--- src/rtl/daf_pkg.sv ---
package daf_pkg;
  localparam int BYTE_W     = 8;
  localparam int ADDR_BYTES = 6;
  localparam int LO_W       = 32;
  localparam int HI_W       = 16;
  localparam int ADDR_W     = LO_W + HI_W;

  typedef struct packed {
    logic prom;
    logic mcast;
    logic bcast;
    logic ucast;
  } mode_t;

  // Station byte that wire position idx is compared against.
  function automatic logic [BYTE_W-1:0] station_byte(input logic [ADDR_W-1:0] sta,
                                                     input int idx);
    return sta[idx*BYTE_W +: BYTE_W];
  endfunction

  // OR of the enabled acceptance modes.
  function automatic logic mode_hit(input mode_t m, input logic exact,
                                    input logic ones, input logic grp);
    return m.prom | (m.mcast & grp) | (m.bcast & ones) | (m.ucast & exact);
  endfunction
endpackage

--- src/rtl/daf_byte_track.sv ---
module daf_byte_track
  import daf_pkg::*;
#(
  parameter int N_BYTES = ADDR_BYTES,
  parameter int DW      = BYTE_W
) (
  input  logic                        clk,
  input  logic                        rst_n,
  input  logic                        byte_vld,
  input  logic                        sof,
  input  logic                        eof,
  input  logic [DW-1:0]               byte_dat,
  input  logic [N_BYTES*DW-1:0]       sta,
  output logic                        frame_start,
  output logic                        hdr_done,
  output logic                        short_end,
  output logic                        exact_now,
  output logic                        ones_now,
  output logic                        grp_now
);
  localparam int CNT_W = $clog2(N_BYTES + 1);
  localparam logic [CNT_W-1:0] LAST = CNT_W'(N_BYTES - 1);
  localparam logic [CNT_W-1:0] FULL = CNT_W'(N_BYTES);

  logic [CNT_W-1:0] cnt_q;
  logic             in_frame_q;
  logic             exact_q, ones_q, grp_q;
  logic [CNT_W-1:0] pos;
  logic             take;
  logic [DW-1:0]    ref_byte;

  assign frame_start = byte_vld & sof;
  assign take        = byte_vld & (sof | (in_frame_q & (cnt_q < FULL)));
  assign pos         = (sof || cnt_q >= FULL) ? '0 : cnt_q;
  assign ref_byte    = sta[int'(pos)*DW +: DW];

  assign exact_now = (sof ? 1'b1 : exact_q) & (byte_dat == ref_byte);
  assign ones_now  = (sof ? 1'b1 : ones_q) & (&byte_dat);
  assign grp_now   = sof ? byte_dat[0] : grp_q;

  assign hdr_done  = take & (pos == LAST);
  assign short_end = take & eof & (pos < LAST);

  always_ff @(posedge clk or negedge rst_n) begin
    if (!rst_n) begin
      cnt_q      <= '0;
      in_frame_q <= 1'b0;
      exact_q    <= 1'b0;
      ones_q     <= 1'b0;
      grp_q      <= 1'b0;
    end else begin
      if (frame_start)          in_frame_q <= ~eof;
      else if (byte_vld && eof) in_frame_q <= 1'b0;
      if (take) begin
        cnt_q   <= pos + 1'b1;
        exact_q <= exact_now;
        ones_q  <= ones_now;
        grp_q   <= grp_now;
      end
    end
  end

  // a byte ending a frame after its header leaves no open frame
  p_eof_closes_r10: assert property (@(posedge clk) disable iff (!rst_n)
    (byte_vld && eof) |=> !in_frame_q);
  // header completion is followed by a saturated position
  p_hdr_saturates_r9: assert property (@(posedge clk) disable iff (!rst_n)
    hdr_done |=> (cnt_q == FULL));
endmodule

--- src/rtl/daf_verdict.sv ---
module daf_verdict
  import daf_pkg::*;
(
  input  logic  clk,
  input  logic  rst_n,
  input  logic  frame_start,
  input  logic  hdr_done,
  input  logic  short_end,
  input  logic  rx_en,
  input  mode_t mode,
  input  logic  exact,
  input  logic  ones,
  input  logic  grp,
  output logic  decided,
  output logic  accept
);
  always_ff @(posedge clk or negedge rst_n) begin
    if (!rst_n) begin
      decided <= 1'b0;
      accept  <= 1'b0;
    end else if (short_end) begin
      decided <= 1'b1;
      accept  <= 1'b0;
    end else if (hdr_done) begin
      decided <= 1'b1;
      accept  <= rx_en & mode_hit(mode, exact, ones, grp);
    end else if (frame_start) begin
      decided <= 1'b0;
      accept  <= 1'b0;
    end
  end

  p_short_reject_r10: assert property (@(posedge clk) disable iff (!rst_n)
    short_end |=> (decided && !accept));
  p_hold_r9: assert property (@(posedge clk) disable iff (!rst_n)
    (decided && !frame_start) |=> (decided && $stable(accept)));
  p_sof_clear_r11: assert property (@(posedge clk) disable iff (!rst_n)
    (frame_start && !short_end && !hdr_done) |=> (!decided && !accept));
  p_disabled_r8: assert property (@(posedge clk) disable iff (!rst_n)
    (hdr_done && !rx_en) |=> !accept);
  p_nomode_r7: assert property (@(posedge clk) disable iff (!rst_n)
    (hdr_done && mode == '0) |=> !accept);
  p_prom_r6: assert property (@(posedge clk) disable iff (!rst_n)
    (hdr_done && rx_en && mode.prom) |=> accept);
  p_ucast_r2: assert property (@(posedge clk) disable iff (!rst_n)
    (hdr_done && rx_en && mode.ucast && exact) |=> accept);
endmodule

--- src/rtl/daf_rx_filter.sv ---
module daf_rx_filter
  import daf_pkg::*;
(
  input  logic              clk,
  input  logic              rst_n,
  input  logic              rx_en,
  input  logic              mode_prom,
  input  logic              mode_mcast,
  input  logic              mode_bcast,
  input  logic              mode_ucast,
  input  logic [LO_W-1:0]   sta_lo,
  input  logic [HI_W-1:0]   sta_hi,
  input  logic              rx_vld,
  input  logic              rx_sof,
  input  logic              rx_eof,
  input  logic [BYTE_W-1:0] rx_byte,
  output logic              dst_decided,
  output logic              dst_accept
);
  mode_t             mode;
  logic [ADDR_W-1:0] sta;
  logic              frame_start, hdr_done, short_end;
  logic              exact_now, ones_now, grp_now;

  assign mode = '{prom: mode_prom, mcast: mode_mcast, bcast: mode_bcast, ucast: mode_ucast};
  assign sta  = {sta_hi, sta_lo};

  daf_byte_track #(.N_BYTES(ADDR_BYTES), .DW(BYTE_W)) u_track (
    .clk        (clk),
    .rst_n      (rst_n),
    .byte_vld   (rx_vld),
    .sof        (rx_sof),
    .eof        (rx_eof),
    .byte_dat   (rx_byte),
    .sta        (sta),
    .frame_start(frame_start),
    .hdr_done   (hdr_done),
    .short_end  (short_end),
    .exact_now  (exact_now),
    .ones_now   (ones_now),
    .grp_now    (grp_now)
  );

  daf_verdict u_verdict (
    .clk        (clk),
    .rst_n      (rst_n),
    .frame_start(frame_start),
    .hdr_done   (hdr_done),
    .short_end  (short_end),
    .rx_en      (rx_en),
    .mode       (mode),
    .exact      (exact_now),
    .ones       (ones_now),
    .grp        (grp_now),
    .decided    (dst_decided),
    .accept     (dst_accept)
  );

  p_accept_needs_decided_r9: assert property (@(posedge clk) disable iff (!rst_n)
    dst_accept |-> dst_decided);
  p_bcast_r4: assert property (@(posedge clk) disable iff (!rst_n)
    (hdr_done && rx_en && mode_bcast && ones_now) |=> dst_accept);
  p_mcast_r5: assert property (@(posedge clk) disable iff (!rst_n)
    (hdr_done && rx_en && mode_mcast && grp_now) |=> dst_accept);
endmodule

--- config.mk ---
export PLATFORM = sky130hd
export DESIGN_NAME = daf_rx_filter
export DESIGN_NICKNAME = d
export VERILOG_FILES = /design/src/rtl/daf_pkg.sv /design/src/rtl/daf_byte_track.sv /design/src/rtl/daf_verdict.sv /design/src/rtl/daf_rx_filter.sv
export SDC_FILE = /design/constraint.sdc
export NUM_CORES = 1
export LEC_CHECK = 0
export CAP_MARGIN = 10
export CORE_ASPECT_RATIO = 1.1
export CORE_MARGIN = 3
export CORE_UTILIZATION = 38
export CTS_CLUSTER_SIZE = 28
export DETAILED_ROUTE_END_ITERATION = 12
export PLACE_DENSITY = 0.9
export SYNTH_ARGS = -nofsm -noshare
export SYNTH_HDL_FRONTEND = slang
export SYNTH_SLANG_ARGS = --single-unit
--- constraint.sdc ---
create_clock -name clk -period 2.5 [get_ports clk]
set_clock_uncertainty 0.1 [all_clocks]
set_input_delay 0.5 -clock clk [delete_from_list [all_inputs] [get_ports clk]]
set_output_delay 0.5 -clock clk [all_outputs]
set_load 0.02 [all_outputs]
* Word level (Yosys, flattened, before mapping) *
Cells that the tools add are included.

operators by class
  $add $sub $neg = 1
  multipliers = 0
  div/mod/pow operators = 0
  $lt $le $gt $ge = 3
  equality and inequality tests = 2
  shifts and indexed selects = 1
  muxes and demuxes = 11
  bitwise gates (word level) = 17
  reductions and logical operators = 5

operator list
  kind                                                           number
  48-bit by 7-bit variable part select with 8-bit output         1
  1-bit AND                                                      12
  1-bit two-way mux                                              10
  8-bit equality test                                            1
  8-bit AND reduction                                            1
  3-bit < comparator, second input constant                      2
  1-bit bitwise OR                                               4
  3-bit by 1-bit adder with 3-bit output, second input constant  1
  3-bit equality test, second input constant                     1
  3-bit >= comparator, second input constant                     1
  3-bit two-way mux                                              1
  3-bit nonzero test                                             1
  2-bit nonzero test                                             1
  1-bit logical AND                                              1
  1-bit logical OR                                               1
  1-bit NOT                                                      1

word-level totals
  flip-flop bits (word level) = 9
  bits in latches = 0
  memory bits (writable) = 0
  bits in read-only memories = 0
  output and inout bits = 2
  logic and storage cells = 47
  memories kept = 0

* Logic depth before layout (Yosys ltp) *
Gate-level depths: netlist of the first run.

  depth after elaboration = 11
  mapped depth = 8

* Modules after synthesis *
Synthesis of the first run repeated with hierarchy kept, for this count alone.

second synthesis, totals
  cell total of the unflattened synthesis = 135
  area, all modules = 1121.1 um^2

modules (own cells, without submodules)
  module          times used  cells an instance  area each (um^2)  sequential area each (um^2)
  daf_byte_track  1           125                1021.0            175.2
  daf_verdict     1           10                 100.1             50.0

* Worst setup path before layout of the first run *
OpenSTA, ideal clock, no wires.

  path kind = input port to flip-flop
  start point = in rx_sof
  end point = reg u_verdict.accept
  library setup time = 0.095 ns
  data arrival time = 1.804 ns
  path slack = 0.500 ns
  stages = 6
  path buffers = 0
  cells stage by stage = nand2b_2 -> o32a_1 -> a211o_1 -> a32oi_1 -> nand4_1 -> o31ai_1

on the way
  word-level cells in the longest chain between the ends = 10

RTL lines
  what                                                    RTL line              source
  start: declaration                                      daf_rx_filter.sv:14   input logic rx_sof,
  1-bit logical OR                                        daf_byte_track.sv:34  assign pos = (sof || cnt_q >= FULL) ? '0 : cnt_q;
  3-bit two-way mux                                       daf_byte_track.sv:34
  48-bit by 7-bit variable part select with 8-bit output  daf_byte_track.sv:35  assign ref_byte = sta[int'(pos)*DW +: DW];
  8-bit equality test                                     daf_byte_track.sv:37  assign exact_now = (sof ? 1'b1 : exact_q) & (byte_dat == ref_byte);
  1-bit AND                                               daf_byte_track.sv:37
  1-bit AND                                               daf_pkg.sv:24         return m.prom | (m.mcast & grp) | (m.bcast & ones) | (m.ucast & exact);
  1-bit bitwise OR                                        daf_pkg.sv:24
  1-bit AND                                               daf_verdict.sv:26     accept <= rx_en & mode_hit(mode, exact, ones, grp);
  1-bit two-way mux                                       daf_verdict.sv:24     end else if (hdr_done) begin
  1-bit two-way mux                                       daf_verdict.sv:21     end else if (short_end) begin
  end signal: assignment                                  daf_verdict.sv:26
  end: declaration                                        daf_verdict.sv:15     output logic accept

Several ways; a longest one is shown, not always the timed one.
A chain may end at the register's enable or synchronous reset.

* Final worst setup path of the first run *
  start point = reg u_track.cnt_q[1]
  end point = reg u_track.exact_q

on the way
  word-level cells in the longest chain between the ends = 6

RTL lines
  what                                                    RTL line              source
  start: declaration                                      daf_byte_track.sv:25  logic [CNT_W-1:0] cnt_q;
  start signal: assignment                                daf_byte_track.sv:55  cnt_q <= pos + 1'b1;
  3-bit >= comparator                                     daf_byte_track.sv:34
  1-bit logical OR                                        daf_byte_track.sv:34
  3-bit two-way mux                                       daf_byte_track.sv:34
  48-bit by 7-bit variable part select with 8-bit output  daf_byte_track.sv:35
  8-bit equality test                                     daf_byte_track.sv:37
  1-bit AND                                               daf_byte_track.sv:37
  end signal: assignment                                  daf_byte_track.sv:56  exact_q <= exact_now;
  end: declaration                                        daf_byte_track.sv:27  logic exact_q, ones_q, grp_q;

Several ways; a longest one is shown, not always the timed one.

==> results.py, run 1 <==
metrics = {
    "status": {
        "status": "finished, final reports clean",
    },
    "grt": {
        "gr-usage-met3": 0.0451,
        "grt_pass1_wl_mm": 6.39,
        "met1_usage": 0.266,
        "grt_max_degree": 18,
        "grt_overflow_total": 0,
        "met2_usage": 0.362,
        "grtUsageTotal": 0.217,
        "grt_pass1_vias": 1385,
        "grt-busiest-layer": "met2",
        "antenna_found_initial": 0,
    },
    "timing": {
        "rsz0062_at_grt": "no",
        "setup-tns-final_ns": 0,
        "hold_viol_final": 0,
        "relSlewSlack": 0.690,
        "worst_pin_slew_ns": 0.465,
        "post-route-min-period_ns": 2.23,
        "slew_violations": 0,
        "timing.fmax_mhz": 449,
        "setup_viol_count_final": 0,
        "post-route-period-util": 0.891,
    },
    "worst_hold_path": {
        "hold_class": "flip-flop to flip-flop",
    },
    "detailed_routing": {
        "drt-initial-drc-count": 75,
        "wl_per_cell_um": 16.4,
        "drt-pass1-iter-count": 4,
        "drc_errors": 0,
        "via_per_inst": 5.76,
        "vias": 1418,
        "finalWirelength_mm": 4.03,
        "ant_nets": 0,
    },
    "yosys": {
        "synthFlopType": "dfrtp_1",
        "syn-num-nets": 207,
        "synthCells": 139,
        "yosysWarnings": 0,
        "synthesis.area_um2": 1150,
        "yosysMostFrequentCell": "mux2i_1",
        "synth_seq_area_share": 0.196,
        "async_reset_ff_frac": 1.00,
        "synth.top_cells.by_area": "dfrtp_1, mux2i_1, a21oi_1",
        "synth_edf_count": 0,
        "avgSynthCellArea_um2": 8.28,
        "synth_top_area_frac": 0.196,
        "ys_seq_elements": 9,
        "synth_commonest_cells": "mux2i_1, a21oi_1, nor2_1, dfrtp_1",
        "yosysTopAreaCell": "dfrtp_1",
        "ys_types": 42,
    },
    "die": {
        "start_util": 0.407,
        "dieArea_um2": 3730,
        "num_rows": 20,
        "die_w_um": 58.5,
        "ios": 68,
        "core_area_um2": 2830,
        "dieHeight_um": 63.7,
    },
    "worst_setup_path": {
        "cp_slowest_stage_delay_ns": 0.55,
        "cp.required_ns": 2.58,
        "critPathTopFamily": "compound AO/OA/AOI/OAI gates",
        "cp_max_fo": 17,
        "crit_arrival_ns": 2.31,
        "crit_type": "flip-flop to flip-flop",
        "cp.buffers_inverters": 1,
        "startpoint_type": "flip-flop",
        "cp-end-kind": "flip-flop",
        "worst_path_max_delay_cell": "dfrtp_1",
        "rrSetupSlack_ns": 0.27,
        "path_cells": "buf_4, o32a_1, a211o_1, a32oi_1, nand4_1, o31ai_1",
    },
    "finish": {
        "nets": 282,
        "layout.cells.non_filler": 246,
        "final_area_um2": 1930,
        "n_antenna_cell": 0,
        "syn_to_final_growth_pct": 68.0,
        "drive_gt1_frac": 0.136,
    },
    "power": {
        "powerDensity_nw_per_um2": 526,
        "leakagePower_nw": 0.780,
        "peakVddDrop_uv": 378,
    },
    "clock_network": {
        "post_cts_buffers": 0,
        "clock_latency_ns": 0.27,
        "numCtsBuffers": 3,
        "cts-root-buf": "clkbuf_4",
        "numClockSinks": 9,
        "cts_max_path_buffers": 2,
        "cts.repair.resized": 0,
        "path_clk_slew_ns": 0.06,
        "tritoncts": "done",
        "htree_levels": 1,
        "hold_buffers": 0,
    },
    "place": {
        "port_buffers": 67,
        "place_area_um2": 1900,
        "placedCellCount": 242,
        "place_hpwl_mm": 3.28,
        "place.gp.congestion": 0.912,
    },
    "run": {
        "cap_violations": 0,
    },
}
==> worst reg2reg max path, cell delays in order, from the launching register on <==
cell	delay, ns
dfrtp_1	0.55
buf_4	0.25
o32a_1	0.37
a211o_1	0.29
a32oi_1	0.19
nand4_1	0.15
o31ai_1	0.24
==> where the power goes <==
group / switching [W] / internal, W
logic: 0.000295 / 0.000365
registers: 0.0000676 / 0.000171
clock network: 0.0000575 / 0.0000619
==> layout make-up <==
class | instances | area (µm²)
clock buffers | 4 | 26.3
multi-input cells | 120 | 875
repair buffers | 79 | 763
well taps | 33 | 41.3
flip-flops and latches | 9 | 225
fillers | 254 | 893
inverters | 1 | 3.75
==> kinds of logic after synthesis <==
logic type,Yosys count,synth area share
simple gates,44,0.224
mux,20,0.178
flops,9,0.196
fa+ha+maj,2,0.0217
compound gates,49,0.292
xor+xnor,5,0.0381
buf+inv,10,0.0500
==> registers in the layout (all words and copies together), names as in the netlist <==
name	flops
u_track.cnt_q	3
u_track.exact_q	1
u_track.grp_q	1
u_track.in_frame_q	1
u_track.ones_q	1
u_verdict.accept	1
u_verdict.decided	1
==> worst paths after layout <==
| check | startpoint | endpoint | cells after the start |
|---|---|---|---|
| max | u_track.cnt_q[1] | u_track.exact_q | 6 |
| min | u_verdict.decided | u_verdict.decided | 2 |
| max reg2reg | u_track.cnt_q[1] | u_track.exact_q | 6 |
| min reg2reg | u_verdict.decided | u_verdict.decided | 2 |
| max in group asynchronous | rst_n | u_track.exact_q | 1 |
| min in group asynchronous | rst_n | u_verdict.decided | 1 |
==> routing by layer <==
layer  up-vias  wire length [µm]
li1        683                 -
met1       654              1590
met2        72              1960
met3         9               401
met4         0                68
met5         -                 0
==> cells in the final DEF (no fill, tap or decap), drive strengths merged, types with 2 or more instances in the layout <==
cell type,n
clkdlybuf4s50,66
mux2i,16
a21oi,12
buf,12
nor2,10
dfrtp,9
o21ai,9
nand2,8
or2,6
a22oi,5
mux2,4
o32a,4
or3b,4
clkbuf,4
nand4,3
nand3,3
a31oi,3
xnor2,3
nor3b,3
or2b,2
nor3,2
o21bai,2
a211o,2
a32oi,2
o2bb2ai,2
xor2,2
o31ai,2
ha,2
o22ai,2
==> stage by stage <==
stage	setup slack, ns	util	total power, W	hold WS (ns)
2_1_floorplan	0.500	-	0.000653	0.104
3_3_place_gp	-0.0624	0.672	0.000860	0.368
3_5_place_dp	-0.145	0.672	0.000886	0.368
4_1_cts	0.127	0.681	0.00101	0.389
5_1_grt	0.0841	0.684	0.00109	0.427
6_report	0.271	0.684	0.00102	0.383
No activity file was read; power rests on OpenSTA's default activity.
==> inputs of run 2 (changes only) <==
--- a/config.mk
+++ b/config.mk
@@ -12,6 +12,7 @@
 export CTS_CLUSTER_SIZE = 28
 export DETAILED_ROUTE_END_ITERATION = 12
 export PLACE_DENSITY = 0.9
+export SKIP_LAST_GASP = 1
 export SYNTH_ARGS = -nofsm -noshare
 export SYNTH_HDL_FRONTEND = slang
 export SYNTH_SLANG_ARGS = --single-unit
==> results of run 2 <==
Same layout as run 1: the final DEF is identical, and so are final timing and power.
==> inputs of run 3 (changes only) <==
--- a/config.mk
+++ b/config.mk
@@ -11,6 +11,7 @@
 export CORE_UTILIZATION = 38
 export CTS_CLUSTER_SIZE = 28
 export DETAILED_ROUTE_END_ITERATION = 12
+export MAX_ROUTING_LAYER = met4
 export PLACE_DENSITY = 0.9
 export SKIP_LAST_GASP = 1
 export SYNTH_ARGS = -nofsm -noshare
==> results.py, run 3 (synthesis results as in run 1) <==
metrics = {
    "finish": {
        "layout.cells.non_filler": 246,
        "final_area_um2": 1930,
        "n_antenna_cell": 0,
        "final_cell_mix": "clkdlybuf4s50_1, mux2i_1, a21oi_1, buf_4, nor2_1",
        "syn_to_final_growth_pct": 68.0,
        "drive_gt1_frac": 0.136,
        "largest_reg_flops": 3,
        "registers.top_by_ff_count": "u_track.cnt_q",
        "final_common_cell": "clkdlybuf4s50_1",
        "nets": 282,
    },
    "grt": {
        "antenna_found_initial": 0,
        "grt_overflow_total": 0,
        "grt_pass1_wl_mm": 6.38,
        "grt_pass1_vias": 1390,
        "grtUsageTotal": 0.222,
        "grt_max_degree": 18,
    },
    "die": {
        "num_rows": 20,
        "dieHeight_um": 63.7,
        "ios": 68,
        "dieArea_um2": 3730,
        "core_area_um2": 2830,
        "start_util": 0.407,
        "die_w_um": 58.5,
    },
    "place": {
        "place.gp.congestion": 0.928,
        "port_buffers": 67,
        "place_hpwl_mm": 3.28,
        "place_area_um2": 1900,
        "placedCellCount": 242,
    },
    "worst_setup_path": {
        "crit_arrival_ns": 2.31,
        "timing.rr.start": "u_track.cnt_q[1]",
        "reg2regPathDepth": 6,
        "worst_path_max_delay_cell": "dfrtp_1",
        "cp.buffers_inverters": 1,
        "critPathTopFamily": "compound AO/OA/AOI/OAI gates",
        "crit_type": "flip-flop to flip-flop",
        "path_cells": "buf_4, o32a_1, a211o_1, a32oi_1, nand4_1, o31ai_1",
        "r2r_end": "u_track.exact_q",
        "rrSetupSlack_ns": 0.28,
        "cp.required_ns": 2.58,
        "startpoint_type": "flip-flop",
        "cp_slowest_stage_delay_ns": 0.55,
        "cp-end-kind": "flip-flop",
        "cp_max_fo": 17,
    },
    "timing": {
        "worst_pin_slew_ns": 0.464,
        "post-route-period-util": 0.890,
        "timing.fmax_mhz": 450,
        "hold_viol_final": 0,
        "rsz0062_at_grt": "no",
        "relSlewSlack": 0.691,
        "slew_violations": 0,
        "holdWs_ns": 0.384,
        "post-route-min-period_ns": 2.22,
        "setup_viol_count_final": 0,
    },
    "worst_hold_path": {
        "min_path_cells": 2,
        "hold_path_end": "u_verdict.decided",
        "holdCritStartpoint": "u_verdict.decided",
        "hold_class": "flip-flop to flip-flop",
    },
    "clock_network": {
        "path_clk_slew_ns": 0.07,
        "post_cts_buffers": 0,
        "htree_levels": 1,
        "numCtsBuffers": 3,
        "cts_max_path_buffers": 2,
        "clock_latency_ns": 0.27,
        "tritoncts": "done",
        "numClockSinks": 9,
        "cts-root-buf": "clkbuf_4",
    },
    "detailed_routing": {
        "vias": 1411,
        "via_per_inst": 5.74,
        "drt-initial-drc-count": 81,
        "wl_per_cell_um": 16.3,
        "finalWirelength_mm": 4.01,
        "ant_nets": 0,
        "drc_errors": 0,
        "drt-pass1-iter-count": 4,
    },
    "run": {
        "cap_violations": 0,
    },
    "power": {
        "powerDensity_nw_per_um2": 525,
        "leakagePower_nw": 0.780,
        "peakVddDrop_uv": 378,
    },
    "status": {
        "status": "finished, final reports clean",
    },
}
==> run 3: cell counts in the layout (fill, tap and decap cells not counted) <==
No cell type changed its count.
==> run 3: stage by stage <==
step	setup WS, ns	utilization	TNS (ns)	total power [W]
2_1_floorplan	0.500	-	0	0.000653
3_3_place_gp	-0.0624	0.672	-0.116	0.000860
3_5_place_dp	-0.145	0.672	-0.270	0.000886
4_1_cts	0.127	0.681	0	0.00101
5_1_grt	0.0943	0.684	0	0.00109
6_report	0.276	0.684	0	0.00102
==> run 3: routing by layer <==
metal / wire length [µm] / global-route usage / vias to the layer above
met5: 0 / - / -
met4: 68 / 0.0812 / 0
met3: 388 / 0.0389 / 9
met2: 1940 / 0.363 / 75
met1: 1620 / 0.268 / 644
li1: - / - / 683
==> run 3: report_power, final <==
part           internal (W)  total (W)  switching (W)
combinational      0.000365   0.000658       0.000294
clock             0.0000619   0.000120      0.0000579
sequential         0.000171   0.000237      0.0000664
total              0.000597    0.00102       0.000418
==> run 3: repair_timing <==
| item | 4_1_cts | 5_1_grt |
|---|---|---|
| resized for setup | 0 | 2 |
| hold buffers | 0 | 0 |
| setup endpoints to repair | 0 | 2 |
==> run 3: worst max path at each step <==
stage | slack [ns] | endpoint | start | cells after the start
floorplan | 0.50 | u_verdict.accept | rx_sof | 6
global placement | -0.06 | u_verdict.accept | rx_sof | 9
detailed placement | -0.14 | u_verdict.accept | rx_sof | 9
CTS | 0.13 | u_verdict.accept | rx_sof | 9
global route | 0.09 | u_verdict.accept | u_track.cnt_q[1] | 7
finish | 0.28 | u_track.exact_q | u_track.cnt_q[1] | 6
==> run 3: area by class of cell <==
type,count,area [µm²]
flip-flops and latches,9,225
clock buffers,4,26.3
repair buffers,79,763
inverters,1,3.75
well taps,33,41.3
multi-input cells,120,875
fillers,254,893
==> run 3: worst register-to-register path, cell delays in order (launching register included) <==
cell     delay [ns]
dfrtp_1        0.55
buf_4          0.25
o32a_1         0.37
a211o_1        0.29
a32oi_1        0.20
nand4_1        0.15
o31ai_1        0.24
